$ cat src/rtl/mbx_pkg.sv
package mbx_pkg;

    typedef enum logic [1:0] {
        CH_EMPTY   = 2'd0,
        CH_PARTIAL = 2'd1,
        CH_FULL    = 2'd2
    } ch_state_e;

    // Group-level register offsets (low address byte)
    localparam logic [7:0] OFF_RD_EN   = 8'h20;
    localparam logic [7:0] OFF_RD_PEND = 8'h24;
    localparam logic [7:0] OFF_WR_EN   = 8'h30;
    localparam logic [7:0] OFF_WR_PEND = 8'h34;

    // Per-channel register rows (upper nibble of the low address byte)
    localparam logic [3:0] ROW_STAT  = 4'h5;
    localparam logic [3:0] ROW_COUNT = 4'h6;
    localparam logic [3:0] ROW_DATA  = 4'h7;
    localparam logic [3:0] ROW_THR   = 4'h8;

endpackage

$ cat src/rtl/mbx_chan.sv
module mbx_chan
    import mbx_pkg::*;
#(
    parameter int DEPTH = 8,
    parameter int DW    = 32,
    localparam int PW   = $clog2(DEPTH),
    localparam int CW   = PW + 1
) (
    input  logic          clk,
    input  logic          rst_n,
    input  logic          push,
    input  logic          pop,
    input  logic [DW-1:0] push_data,
    input  logic          ovf_clr,
    input  logic          thr_we,
    input  logic [1:0]    thr_wdata,
    input  logic          rdp_clr,
    input  logic          wrp_clr,
    output logic [DW-1:0] head,
    output logic [CW-1:0] count,
    output logic          full,
    output logic          empty,
    output logic          ovf,
    output logic [1:0]    thr_code,
    output logic          rd_pend,
    output logic          wr_pend
);

    ch_state_e     state_q, state_d;
    logic [PW-1:0] wptr_q, rptr_q;
    logic [CW-1:0] cnt_q;
    logic [DW-1:0] mem_q [DEPTH];
    logic          ovf_q, rdp_q, wrp_q;
    logic [1:0]    thr_q;
    logic [CW-1:0] room;
    logic          room_hit;
    logic          push_ok, pop_ok;

    // A pop needs a stored word; a push needs a free slot or a same-cycle pop.
    assign pop_ok  = pop && (state_q != CH_EMPTY);
    assign push_ok = push && ((state_q != CH_FULL) || pop_ok);

    // Next-state: fill, top-off, drain, release
    always_comb begin
        state_d = state_q;
        unique case (state_q)
            CH_EMPTY: begin
                if (push_ok) state_d = CH_PARTIAL;
            end
            CH_PARTIAL: begin
                if (push_ok && !pop_ok && cnt_q == CW'(DEPTH - 1))
                    state_d = CH_FULL;
                else if (pop_ok && !push_ok && cnt_q == CW'(1))
                    state_d = CH_EMPTY;
            end
            CH_FULL: begin
                if (pop_ok && !push_ok) state_d = CH_PARTIAL;
            end
            default: state_d = CH_EMPTY;
        endcase
    end

    // State register
    always_ff @(posedge clk or negedge rst_n) begin
        if (!rst_n) state_q <= CH_EMPTY;
        else        state_q <= state_d;
    end

    // Outputs decoded from the state and the count
    always_comb begin
        full     = (state_q == CH_FULL);
        empty    = (state_q == CH_EMPTY);
        head     = empty ? '0 : mem_q[rptr_q];
        room     = CW'(DEPTH) - cnt_q;
        room_hit = ({{(32-CW){1'b0}}, room} >= (32'd1 << thr_q));
    end

    // Pointers, count, flags and pending bits
    always_ff @(posedge clk or negedge rst_n) begin
        if (!rst_n) begin
            wptr_q <= '0;
            rptr_q <= '0;
            cnt_q  <= '0;
            ovf_q  <= 1'b0;
            thr_q  <= '0;
            rdp_q  <= 1'b0;
            wrp_q  <= 1'b0;
        end else begin
            if (push_ok) wptr_q <= wptr_q + PW'(1);
            if (pop_ok)  rptr_q <= rptr_q + PW'(1);
            cnt_q <= cnt_q + CW'(push_ok) - CW'(pop_ok);
            if (push && !push_ok) ovf_q <= 1'b1;
            else if (ovf_clr)     ovf_q <= 1'b0;
            if (thr_we) thr_q <= thr_wdata;
            // Set conditions take priority over write-one-to-clear.
            rdp_q <= !empty   || (rdp_q && !rdp_clr);
            wrp_q <= room_hit || (wrp_q && !wrp_clr);
        end
    end

    // Message storage
    always_ff @(posedge clk) begin
        if (push_ok) mem_q[wptr_q] <= push_data;
    end

    assign count    = cnt_q;
    assign ovf      = ovf_q;
    assign thr_code = thr_q;
    assign rd_pend  = rdp_q;
    assign wr_pend  = wrp_q;

endmodule

$ cat src/rtl/mbx_group.sv
module mbx_group
    import mbx_pkg::*;
#(
    parameter int CHANS = 4,
    parameter int DEPTH = 8,
    parameter int DW    = 32,
    localparam int EW   = 2 * CHANS,
    localparam int CW   = $clog2(DEPTH) + 1
) (
    input  logic          clk,
    input  logic          rst_n,
    input  logic          sel,
    input  logic          wr,
    input  logic          rd,
    input  logic [7:0]    off,
    input  logic [DW-1:0] wdata,
    output logic [DW-1:0] rdata,
    output logic          irq
);

    localparam logic [EW-1:0] RD_MASK = {CHANS{2'b01}};
    localparam logic [EW-1:0] WR_MASK = {CHANS{2'b10}};

    logic [3:0]       row;
    logic [1:0]       chi;
    logic             aligned;
    logic [EW-1:0]    en_q, pend;
    logic [DW-1:0]    head_a [CHANS];
    logic [CW-1:0]    cnt_a  [CHANS];
    logic [1:0]       thr_a  [CHANS];
    logic [CHANS-1:0] full_v, empty_v, ovf_v, rdp_v, wrp_v;

    assign row     = off[7:4];
    assign chi     = off[3:2];
    assign aligned = (off[1:0] == 2'b00);

    for (genvar c = 0; c < CHANS; c++) begin : g_ch
        logic hit;
        assign hit = sel && aligned && (chi == 2'(c));

        mbx_chan #(.DEPTH(DEPTH), .DW(DW)) u_ch (
            .clk       (clk),
            .rst_n     (rst_n),
            .push      (wr && hit && row == ROW_DATA),
            .pop       (rd && hit && row == ROW_DATA),
            .push_data (wdata),
            .ovf_clr   (wr && hit && row == ROW_STAT && wdata[2]),
            .thr_we    (wr && hit && row == ROW_THR),
            .thr_wdata (wdata[1:0]),
            .rdp_clr   (wr && sel && off == OFF_RD_PEND && wdata[2*c]),
            .wrp_clr   (wr && sel && off == OFF_WR_PEND && wdata[2*c+1]),
            .head      (head_a[c]),
            .count     (cnt_a[c]),
            .full      (full_v[c]),
            .empty     (empty_v[c]),
            .ovf       (ovf_v[c]),
            .thr_code  (thr_a[c]),
            .rd_pend   (rdp_v[c]),
            .wr_pend   (wrp_v[c])
        );

        assign pend[2*c]   = rdp_v[c];
        assign pend[2*c+1] = wrp_v[c];
    end

    // Enables: each register owns only its half of the bit vector
    always_ff @(posedge clk or negedge rst_n) begin
        if (!rst_n) begin
            en_q <= '0;
        end else if (sel && wr && off == OFF_RD_EN) begin
            en_q <= (en_q & WR_MASK) | (wdata[EW-1:0] & RD_MASK);
        end else if (sel && wr && off == OFF_WR_EN) begin
            en_q <= (en_q & RD_MASK) | (wdata[EW-1:0] & WR_MASK);
        end
    end

    // Read mux
    always_comb begin
        rdata = '0;
        if (off == OFF_RD_EN)        rdata[EW-1:0] = en_q & RD_MASK;
        else if (off == OFF_RD_PEND) rdata[EW-1:0] = pend & RD_MASK;
        else if (off == OFF_WR_EN)   rdata[EW-1:0] = en_q & WR_MASK;
        else if (off == OFF_WR_PEND) rdata[EW-1:0] = pend & WR_MASK;
        else if (aligned) begin
            unique case (row)
                ROW_STAT:  rdata[2:0]    = {ovf_v[chi], empty_v[chi], full_v[chi]};
                ROW_COUNT: rdata[CW-1:0] = cnt_a[chi];
                ROW_DATA:  rdata         = head_a[chi];
                ROW_THR:   rdata[1:0]    = thr_a[chi];
                default:   rdata         = '0;
            endcase
        end
    end

    assign irq = |(en_q & pend);

endmodule

$ cat src/rtl/mbx_top.sv
module mbx_top #(
    parameter int NUM_GROUPS = 2,
    parameter int CHANS      = 4,
    parameter int DEPTH      = 8,
    parameter int ADDR_W     = 12
) (
    input  logic                  clk,
    input  logic                  rst_n,
    input  logic                  bus_wr,
    input  logic                  bus_rd,
    input  logic [ADDR_W-1:0]     bus_addr,
    input  logic [31:0]           bus_wdata,
    output logic [31:0]           bus_rdata,
    output logic [NUM_GROUPS-1:0] irq
);

    localparam int GW = ADDR_W - 8;

    logic [31:0]           grp_rdata [NUM_GROUPS];
    logic [NUM_GROUPS-1:0] grp_sel;

    for (genvar g = 0; g < NUM_GROUPS; g++) begin : g_grp
        assign grp_sel[g] = (bus_addr[ADDR_W-1:8] == GW'(g));

        mbx_group #(.CHANS(CHANS), .DEPTH(DEPTH), .DW(32)) u_grp (
            .clk   (clk),
            .rst_n (rst_n),
            .sel   (grp_sel[g]),
            .wr    (bus_wr),
            .rd    (bus_rd),
            .off   (bus_addr[7:0]),
            .wdata (bus_wdata),
            .rdata (grp_rdata[g]),
            .irq   (irq[g])
        );
    end

    always_comb begin
        bus_rdata = '0;
        for (int g = 0; g < NUM_GROUPS; g++) begin
            if (grp_sel[g]) bus_rdata = grp_rdata[g];
        end
    end

endmodule

$ cat config.mk
export PLATFORM = sky130hd
export DESIGN_NAME = mbx_top
export DESIGN_NICKNAME = d
export VERILOG_FILES = /design/src/rtl/mbx_pkg.sv /design/src/rtl/mbx_chan.sv /design/src/rtl/mbx_group.sv /design/src/rtl/mbx_top.sv
export SDC_FILE = /design/constraint.sdc
export NUM_CORES = 2
export LEC_CHECK = 0
export BUFFER_PORTS_ARGS = -buffer_cell sky130_fd_sc_hd__buf_2
export CAP_MARGIN = 10
export CORE_ASPECT_RATIO = 0.7
export CORE_UTILIZATION = 50
export CTS_CLUSTER_SIZE = 40
export DETAILED_ROUTE_END_ITERATION = 8
export MAX_ROUTING_LAYER = met4
export PLACE_DENSITY = 0.64
export SYNTH_ARGS = -nofsm -noshare
export SYNTH_HDL_FRONTEND = slang
export SYNTH_SLANG_ARGS = --single-unit
$ cat constraint.sdc
create_clock -name clk -period 8 [get_ports clk]
set_input_delay 1.6 -clock clk [delete_from_list [all_inputs] [get_ports clk]]
set_output_delay 1.6 -clock clk [all_outputs]
set_load 0.02 [all_outputs]
---- After elaboration in Yosys (flattened, before gate mapping) ----
Memories as Yosys holds them, arrays and structs flattened.
Cells that the tools add are included.
word-level totals
  bits in registers ....................... 152
  memory bits (writable) .................. 2048
  input port bits ......................... 48
  output and inout bits ................... 34
  word-level logic and storage cells ...... 624
  memories kept ........................... 8
operators by class
  add/subtract/negate cells ............... 40
  order comparisons ....................... 10
  equality and inequality tests ........... 76
  shift operators ......................... 8
  multiplexer cells ....................... 142
  bitwise operators ....................... 7
  reductions and logical operators ........ 267
memories
  name                               words  bits a word  rd ports  clocked after Yosys merged registers in  wr ports  RTL line        text
  g_grp[0].u_grp.g_ch[0].u_ch.mem_q  8      32           1         0                                        1         mbx_chan.sv:32  logic [DW-1:0] mem_q [DEPTH];
  g_grp[0].u_grp.g_ch[1].u_ch.mem_q  8      32           1         0                                        1         mbx_chan.sv:32
  g_grp[0].u_grp.g_ch[2].u_ch.mem_q  8      32           1         0                                        1         mbx_chan.sv:32
  g_grp[0].u_grp.g_ch[3].u_ch.mem_q  8      32           1         0                                        1         mbx_chan.sv:32
  g_grp[1].u_grp.g_ch[0].u_ch.mem_q  8      32           1         0                                        1         mbx_chan.sv:32
  g_grp[1].u_grp.g_ch[1].u_ch.mem_q  8      32           1         0                                        1         mbx_chan.sv:32
  +2 memories                        -      -            -         -                                        -         -
operator list
  operator                                                                  number
  32-bit two-way mux                                                        16
  4-bit by 32-bit greater-or-equal comparator with 1-bit output             8
  1-bit by 2-bit left shift with 32-bit output (first input constant)       8
  24-bit two-way mux                                                        8
  1-bit logical AND                                                         164
  32-bit binary-select mux with 2-bit select                                2
  8-bit two-way mux                                                         12
  2-bit two-way mux                                                         36
  28-bit two-way mux                                                        2
  3-bit by 1-bit adder with 3-bit output (second input constant)            16
  2-bit one-hot mux with 3 select lines                                     8
  4-bit by 3-bit == test with 1-bit output (second input constant)          11
  1-bit logical NOT                                                         40
  1-bit two-way mux                                                         38
  4-bit by 1-bit == test with 1-bit output (second input constant)          9
  2-bit nonzero test                                                        18
  4-bit by 1-bit adder with 4-bit output                                    8
  8-bit by 6-bit == test with 1-bit output (second input constant)          4
  2-bit by 1-bit inequality test with 1-bit output (second input constant)  16
  4-bit by 1-bit subtractor with 4-bit output                               8
  4-bit subtractor (first input constant)                                   8
  1-bit logical OR                                                          24
  3-bit inequality test (second input constant)                             8
  3-bit AND reduction                                                       8
  other kinds (20)                                                          70

---- Longest topological paths before layout ----
  word-level depth ........................ 14
  depth in mapped cells ................... 14
  depth with buffers taken out ............ 11

---- By module ----
From an unflattened synthesis, not the netlist that was laid out.
second synthesis, totals
  cell total of the unflattened synthesis .. 5784
  area total of the unflattened synthesis .. 94051.5 um^2
modules (own cells, without submodules)
  module                                      times used  cells each  area an instance (um^2)  seq. area each (um^2)
  mbx_chan (g_grp[1].u_grp.g_ch[0].u_ch ...)  4           660         11151.9                  8112.8
  mbx_chan (g_grp[0].u_grp.g_ch[0].u_ch ...)  4           658         11146.9                  8112.8
  mbx_group                                   2           218         2160.8                   200.2
  mbx_top                                     1           76          534.3                    0.0

---- Worst setup path after synthesis ----
Ideal clock, no wire load.
  path type ............................... input port to flip-flop
  start ................................... input bus_addr[2]
  end ..................................... memory g_grp[1].u_grp.g_ch[1].u_ch.mem_q[0][0], enable pin
  library setup time ...................... 0.502 ns
  arrival ................................. 6.212 ns
  data required time ...................... 7.498 ns
  path slack .............................. 1.286 ns
  cell stages on the path ................. 6
  buffers on the path ..................... 2
  path through ............................ buf_6 > or4b_2 > clkbuf_1 > nor3_2 > o21ai_1 > nor4_1
between the ends
  word-level cells in the longest chain between the ends .. 9
  elaborated cells between the ends (all ways) .. 11
  those cells by class .................... 1 x eq/ne; 2 x mux; 8 x reduce/logical
RTL lines
  item                                        RTL line         text
  start: declaration                          mbx_top.sv:11    input logic [ADDR_W-1:0] bus_addr,
  2-bit by 1-bit == test with 1-bit output *  mbx_group.sv:39  assign hit = sel && aligned && (chi == 2'(c));
  1-bit logical AND *                         mbx_group.sv:39
  1-bit logical AND (2 in series)             mbx_group.sv:45  .pop (rd && hit && row == ROW_DATA),
  1-bit logical AND                           mbx_chan.sv:40   assign pop_ok = pop && (state_q != CH_EMPTY);
  1-bit logical OR                            mbx_chan.sv:41   assign push_ok = push && ((state_q != CH_FULL) || pop_ok);
  1-bit logical AND *                         mbx_chan.sv:41
  1-bit two-way mux *                         mbx_chan.sv:103  if (push_ok) mem_q[wptr_q] <= push_data;
  1-bit two-way mux (implied by the code) *   mbx_chan.sv:103
  end: declaration                            mbx_chan.sv:32
Every way passes the cells marked *; elsewhere a longest branch is shown, timed or not.

---- Final worst setup path ----
  start ................................... input bus_addr[2]
  end ..................................... output bus_rdata[2]
between the ends
  word-level cells in the longest chain between the ends .. 12
  elaborated cells between the ends (all ways) .. 35
  those cells by class .................... 4 x eq/ne; 30 x mux; 1 x bitwise
RTL lines
  item                                                                                                            RTL line                          text
  2-bit inverter with 3-bit output (implied by the code)                                                          mbx_group.sv:87, mbx_group.sv:88
  32-bit binary-select mux with 2-bit select / 4-bit binary-select mux with 2-bit select (equally long branches)  mbx_group.sv:88, mbx_group.sv:87
  32-bit two-way mux (implied by the code) / 4-bit two-way mux (equally long branches) (2 in series)              mbx_group.sv:88, mbx_group.sv:87
  1-bit one-hot mux with 3 select lines                                                                           mbx_group.sv:85                   unique case (row)
  32-bit two-way mux                                                                                              mbx_group.sv:84                   else if (aligned) begin
  8-bit two-way mux                                                                                               mbx_group.sv:83                   else if (off == OFF_WR_PEND) rdata[EW-1:0] = pend & WR_MASK;
  8-bit two-way mux                                                                                               mbx_group.sv:82                   else if (off == OFF_WR_EN) rdata[EW-1:0] = en_q & WR_MASK;
  8-bit two-way mux                                                                                               mbx_group.sv:81                   else if (off == OFF_RD_PEND) rdata[EW-1:0] = pend & RD_MASK;
  8-bit two-way mux                                                                                               mbx_group.sv:80                   if (off == OFF_RD_EN) rdata[EW-1:0] = en_q & RD_MASK;
  32-bit two-way mux                                                                                              mbx_top.sv:41                     if (grp_sel[g]) bus_rdata = grp_rdata[g];
  32-bit two-way mux *                                                                                            mbx_top.sv:41
  end: declaration                                                                                                mbx_top.sv:13                     output logic [31:0] bus_rdata,
Every way passes the cells marked *; elsewhere a longest branch is shown, timed or not. The select of a mux whose other input is x is not followed.

==> metrics.yaml <==
finalSetupViolCount: 0
synth_common_cells: "edfxtp_1, mux4_2, mux2i_1"
ir_drop_v: 0.000236
crit_type: "in2out"
cts_tree: "done"
die_x_um: 504
synth_async_sr_flop_share_pct: 6.91
syn_nets: 4444
post-cts-setup-buffers: 0
htreeDepth: 4
fp.dieH_um: 354
design.die.area_sq_um: 178000
grt_usage_pct: 26.3
cts_made_buffers: 196
slew_violations: 0
insertion_delay_ns: 0.85
status: "complete, no violations"
final_nets: 4654
clockRootBuffer: "clkbuf_16"
slew_headroom_pct: 10.5
worstReg2RegEnd: "g_grp[0].u_grp.g_ch[1].u_ch.mem_q[0][23]"
startpoint_type: "input pin"
crit_slowest_cell: "o22ai_1"
total_power_mw: 22.8
critPathMaxStageDelay_ns: 1.07
synth.distinct_cells: 70
clk_pin_slew_ns: 0.06
whs_ns: 0.525
period_share_pct: 83.7
synth_top_cell_by_area: "edfxtp_1"
gp_congestion: 0.966
worstSetupPathDepth: 7
placed_area_sq_um: 92400
hold_class: "reg2reg"
max_freq_ghz: 0.149
drc_errors: 0
min_period_ns: 6.69
final_hold_viol_count: 0
cp_num_buf_inv: 2
synth.top_cell.area_share_pct: 69.6
synth-edff-count: 2048
yosysWarnings: 0
rsz0062_at_grt: "no"
wl_um: 226000
dp_cells: 6617
ios: 82
tns_ns: 0
tightest_slew_ns: 1.31
crit_path_cell_trace: "buf_2, o21ai_4, o22ai_1, a221oi_1, o21a_1, o22ai_1, buf_2"
synth_ff_type: "edfxtp_1"
vias: 44300
floorplan.initialDensity_pct: 50.5
synthTopCellsByArea: "edfxtp_1, mux4_2, dfrtp_1"
r2r_cells: 6
synth_area_per_cell_sq_um: 20.7
final_cells: 6985
crit_arrival_ns: 5.09
grt-ovfl-total: 0
hpwlAfterDp_um: 136000
viasPerCell: 6.34
wl_per_cell_um: 32.4
p_leak_nw: 30.6
area.growth.synth_to_final_pct: 11.9
dp_slack_ns: 1.62
finClkSkew_ns: 0.0217
nFillCells: 12900
clkSinkCount: 2200
r2r-start: "g_grp[0].u_grp.g_ch[1].u_ch.state_q[0]"
reg2reg_slack_ns: 4.59
yosysSeqAreaShare_pct: 74.0
final_util_pct: 56.5
syn_inst: 4268
power.density_nw_per_um2: 230
postLayoutSetupSlackWorst_ns: 1.31
grt_pass1_wl_um: 323000
grt_pass1_vias: 42800
endpoint_kind: "primary output"
core_area_sq_um: 175000
drive_gt1_share_pct: 25.6
setup.worst_path.start: "bus_addr[2]"
crit_fanout: 33
final_cell_area_sq_um: 98800
syn-cell-area_sq_um: 88300
hold_buffers: 0
dr.pass1.iters: 6
crit_end: "bus_rdata[2]"
antenna_found_initial: 17
port_buffers: 81
clock_path_buffers: 3
drv_cap: 0
drtIter0Drc: 5959
cpLargestDelayFamily: "compound AO/OA/AOI/OAI gates"
std_cell_rows: 128
synth-seq-cells: 2200
worstHoldStart: "g_grp[1].u_grp.g_ch[2].u_ch.wptr_q[0]"
cts_resized: 0
worstPathRequired_ns: 6.40
grt_max_degree: 101
ant_nets: 0
yosysMostFrequentCell: "edfxtp_1"
## cells in the final DEF, fill, tap and decap left out, types with 16 or more instances in the layout
| cell | synthesis | final |
|---|---|---|
| o221ai_1 | 53 | 53 |
| clkinv_2 | 0 | 28 |
| nand3_1 | 17 | 17 |
| nand2b_1 | 55 | 55 |
| buf_2 | 80 | 78 |
| nand2_1 | 119 | 119 |
| ha_1 | 120 | 120 |
| bufinv_16 | 0 | 17 |
| clkbuf_1 | 100 | 43 |
| nor2_1 | 96 | 58 |
| o22ai_1 | 83 | 83 |
| mux2_2 | 42 | 42 |
| nor3_1 | 36 | 16 |
| nor3_2 | 3 | 23 |
| dfrtp_2 | 0 | 16 |
| buf_4 | 2 | 145 |
| dfrtp_1 | 152 | 128 |
| clkbuf_16 | 0 | 199 |
| edfxtp_1 | 2048 | 2048 |
| clkinv_1 | 1 | 49 |
| mux2i_1 | 256 | 255 |
| inv_1 | 52 | 52 |
| o21ai_0 | 28 | 27 |
| xnor2_1 | 39 | 39 |
| a21o_1 | 19 | 19 |
| nor2_4 | 0 | 38 |
| a21oi_1 | 47 | 47 |
| xor2_1 | 23 | 23 |
| mux4_2 | 528 | 528 |
| o211ai_1 | 53 | 53 |
## final cells by class
cell class,count,area (sq um),area share [%]
sequential,2200,65400,66.2
multi-input combinational,1796,22400,22.7
clock buffer,254,5310,5.37
tap,2340,2930,2.96
timing repair buffer,231,1600,1.62
clock inverter,110,1010,1.02
inverter,53,199,0.201
antenna,1,2.50,0.00253
## power breakdown
group	total, mW	internal (mW)	switching, mW
registers	12.7	12.6	0.0569
clock network	9.43	5.23	4.21
logic	0.679	0.183	0.496
## worst register-to-register path: stages, from the launching register on
cell      delay (ns)
dfrtp_1         0.49
nand2b_1        0.28
nor2_1          0.10
nor3_2          0.60
nand2b_1        0.34
nor3_2          0.96
buf_12          0.30
## flip-flops by register name, summed over array words and instances (netlist names)
name	cells
g_grp.u_grp.en_q	16
g_grp.u_grp.g_ch.u_ch.count	32
g_grp.u_grp.g_ch.u_ch.mem_q	2048
g_grp.u_grp.g_ch.u_ch.ovf	8
g_grp.u_grp.g_ch.u_ch.rd_pend	8
g_grp.u_grp.g_ch.u_ch.rptr_q	24
g_grp.u_grp.g_ch.u_ch.state_q	16
g_grp.u_grp.g_ch.u_ch.thr_code	16
g_grp.u_grp.g_ch.u_ch.wptr_q	24
g_grp.u_grp.g_ch.u_ch.wr_pend	8
## per-layer routing
metal	track usage [%]	part of all wire [%]	vias to the layer above	routed length (um)
met5	-	0	-	0
met1	40.6	44	23500	100000
li1	-	-	18200	-
met3	7.48	12	260	26900
met2	34.7	42	2259	94500
met4	5.71	2.0	0	4460
## worst min-delay path by stage
| stage | end | slack [ns] | depth (start not counted) |
|---|---|---|---|
| 6_report | g_grp[1].u_grp.g_ch[2].u_ch.wptr_q[0] | 0.52 | 1 |
| 5_1_grt | g_grp[1].u_grp.g_ch[3].u_ch.ovf | 0.54 | 2 |
| 4_1_cts | g_grp[1].u_grp.g_ch[1].u_ch.ovf | 0.52 | 2 |
| 3_5_place_dp | g_grp[0].u_grp.g_ch[0].u_ch.ovf | 0.50 | 2 |
| 3_3_place_gp | g_grp[0].u_grp.g_ch[3].u_ch.ovf | 0.49 | 2 |
| 2_1_floorplan | g_grp[1].u_grp.g_ch[0].u_ch.ovf | 0.46 | 2 |
## cells by family after synthesis
kind of cell               Yosys count  share of synthesized area (%)
muxes                              827                           16.9
AOI/OAI and AO/OA                  385                           3.10
DFF                               2200                           74.0
buffers and inverters              272                           1.30
adders and majority gates          128                           1.88
xor gates and xnor gates            62                          0.615
and+or+nand+nor                    394                           2.22
Note: power is estimated with default switching activity, not from simulation.
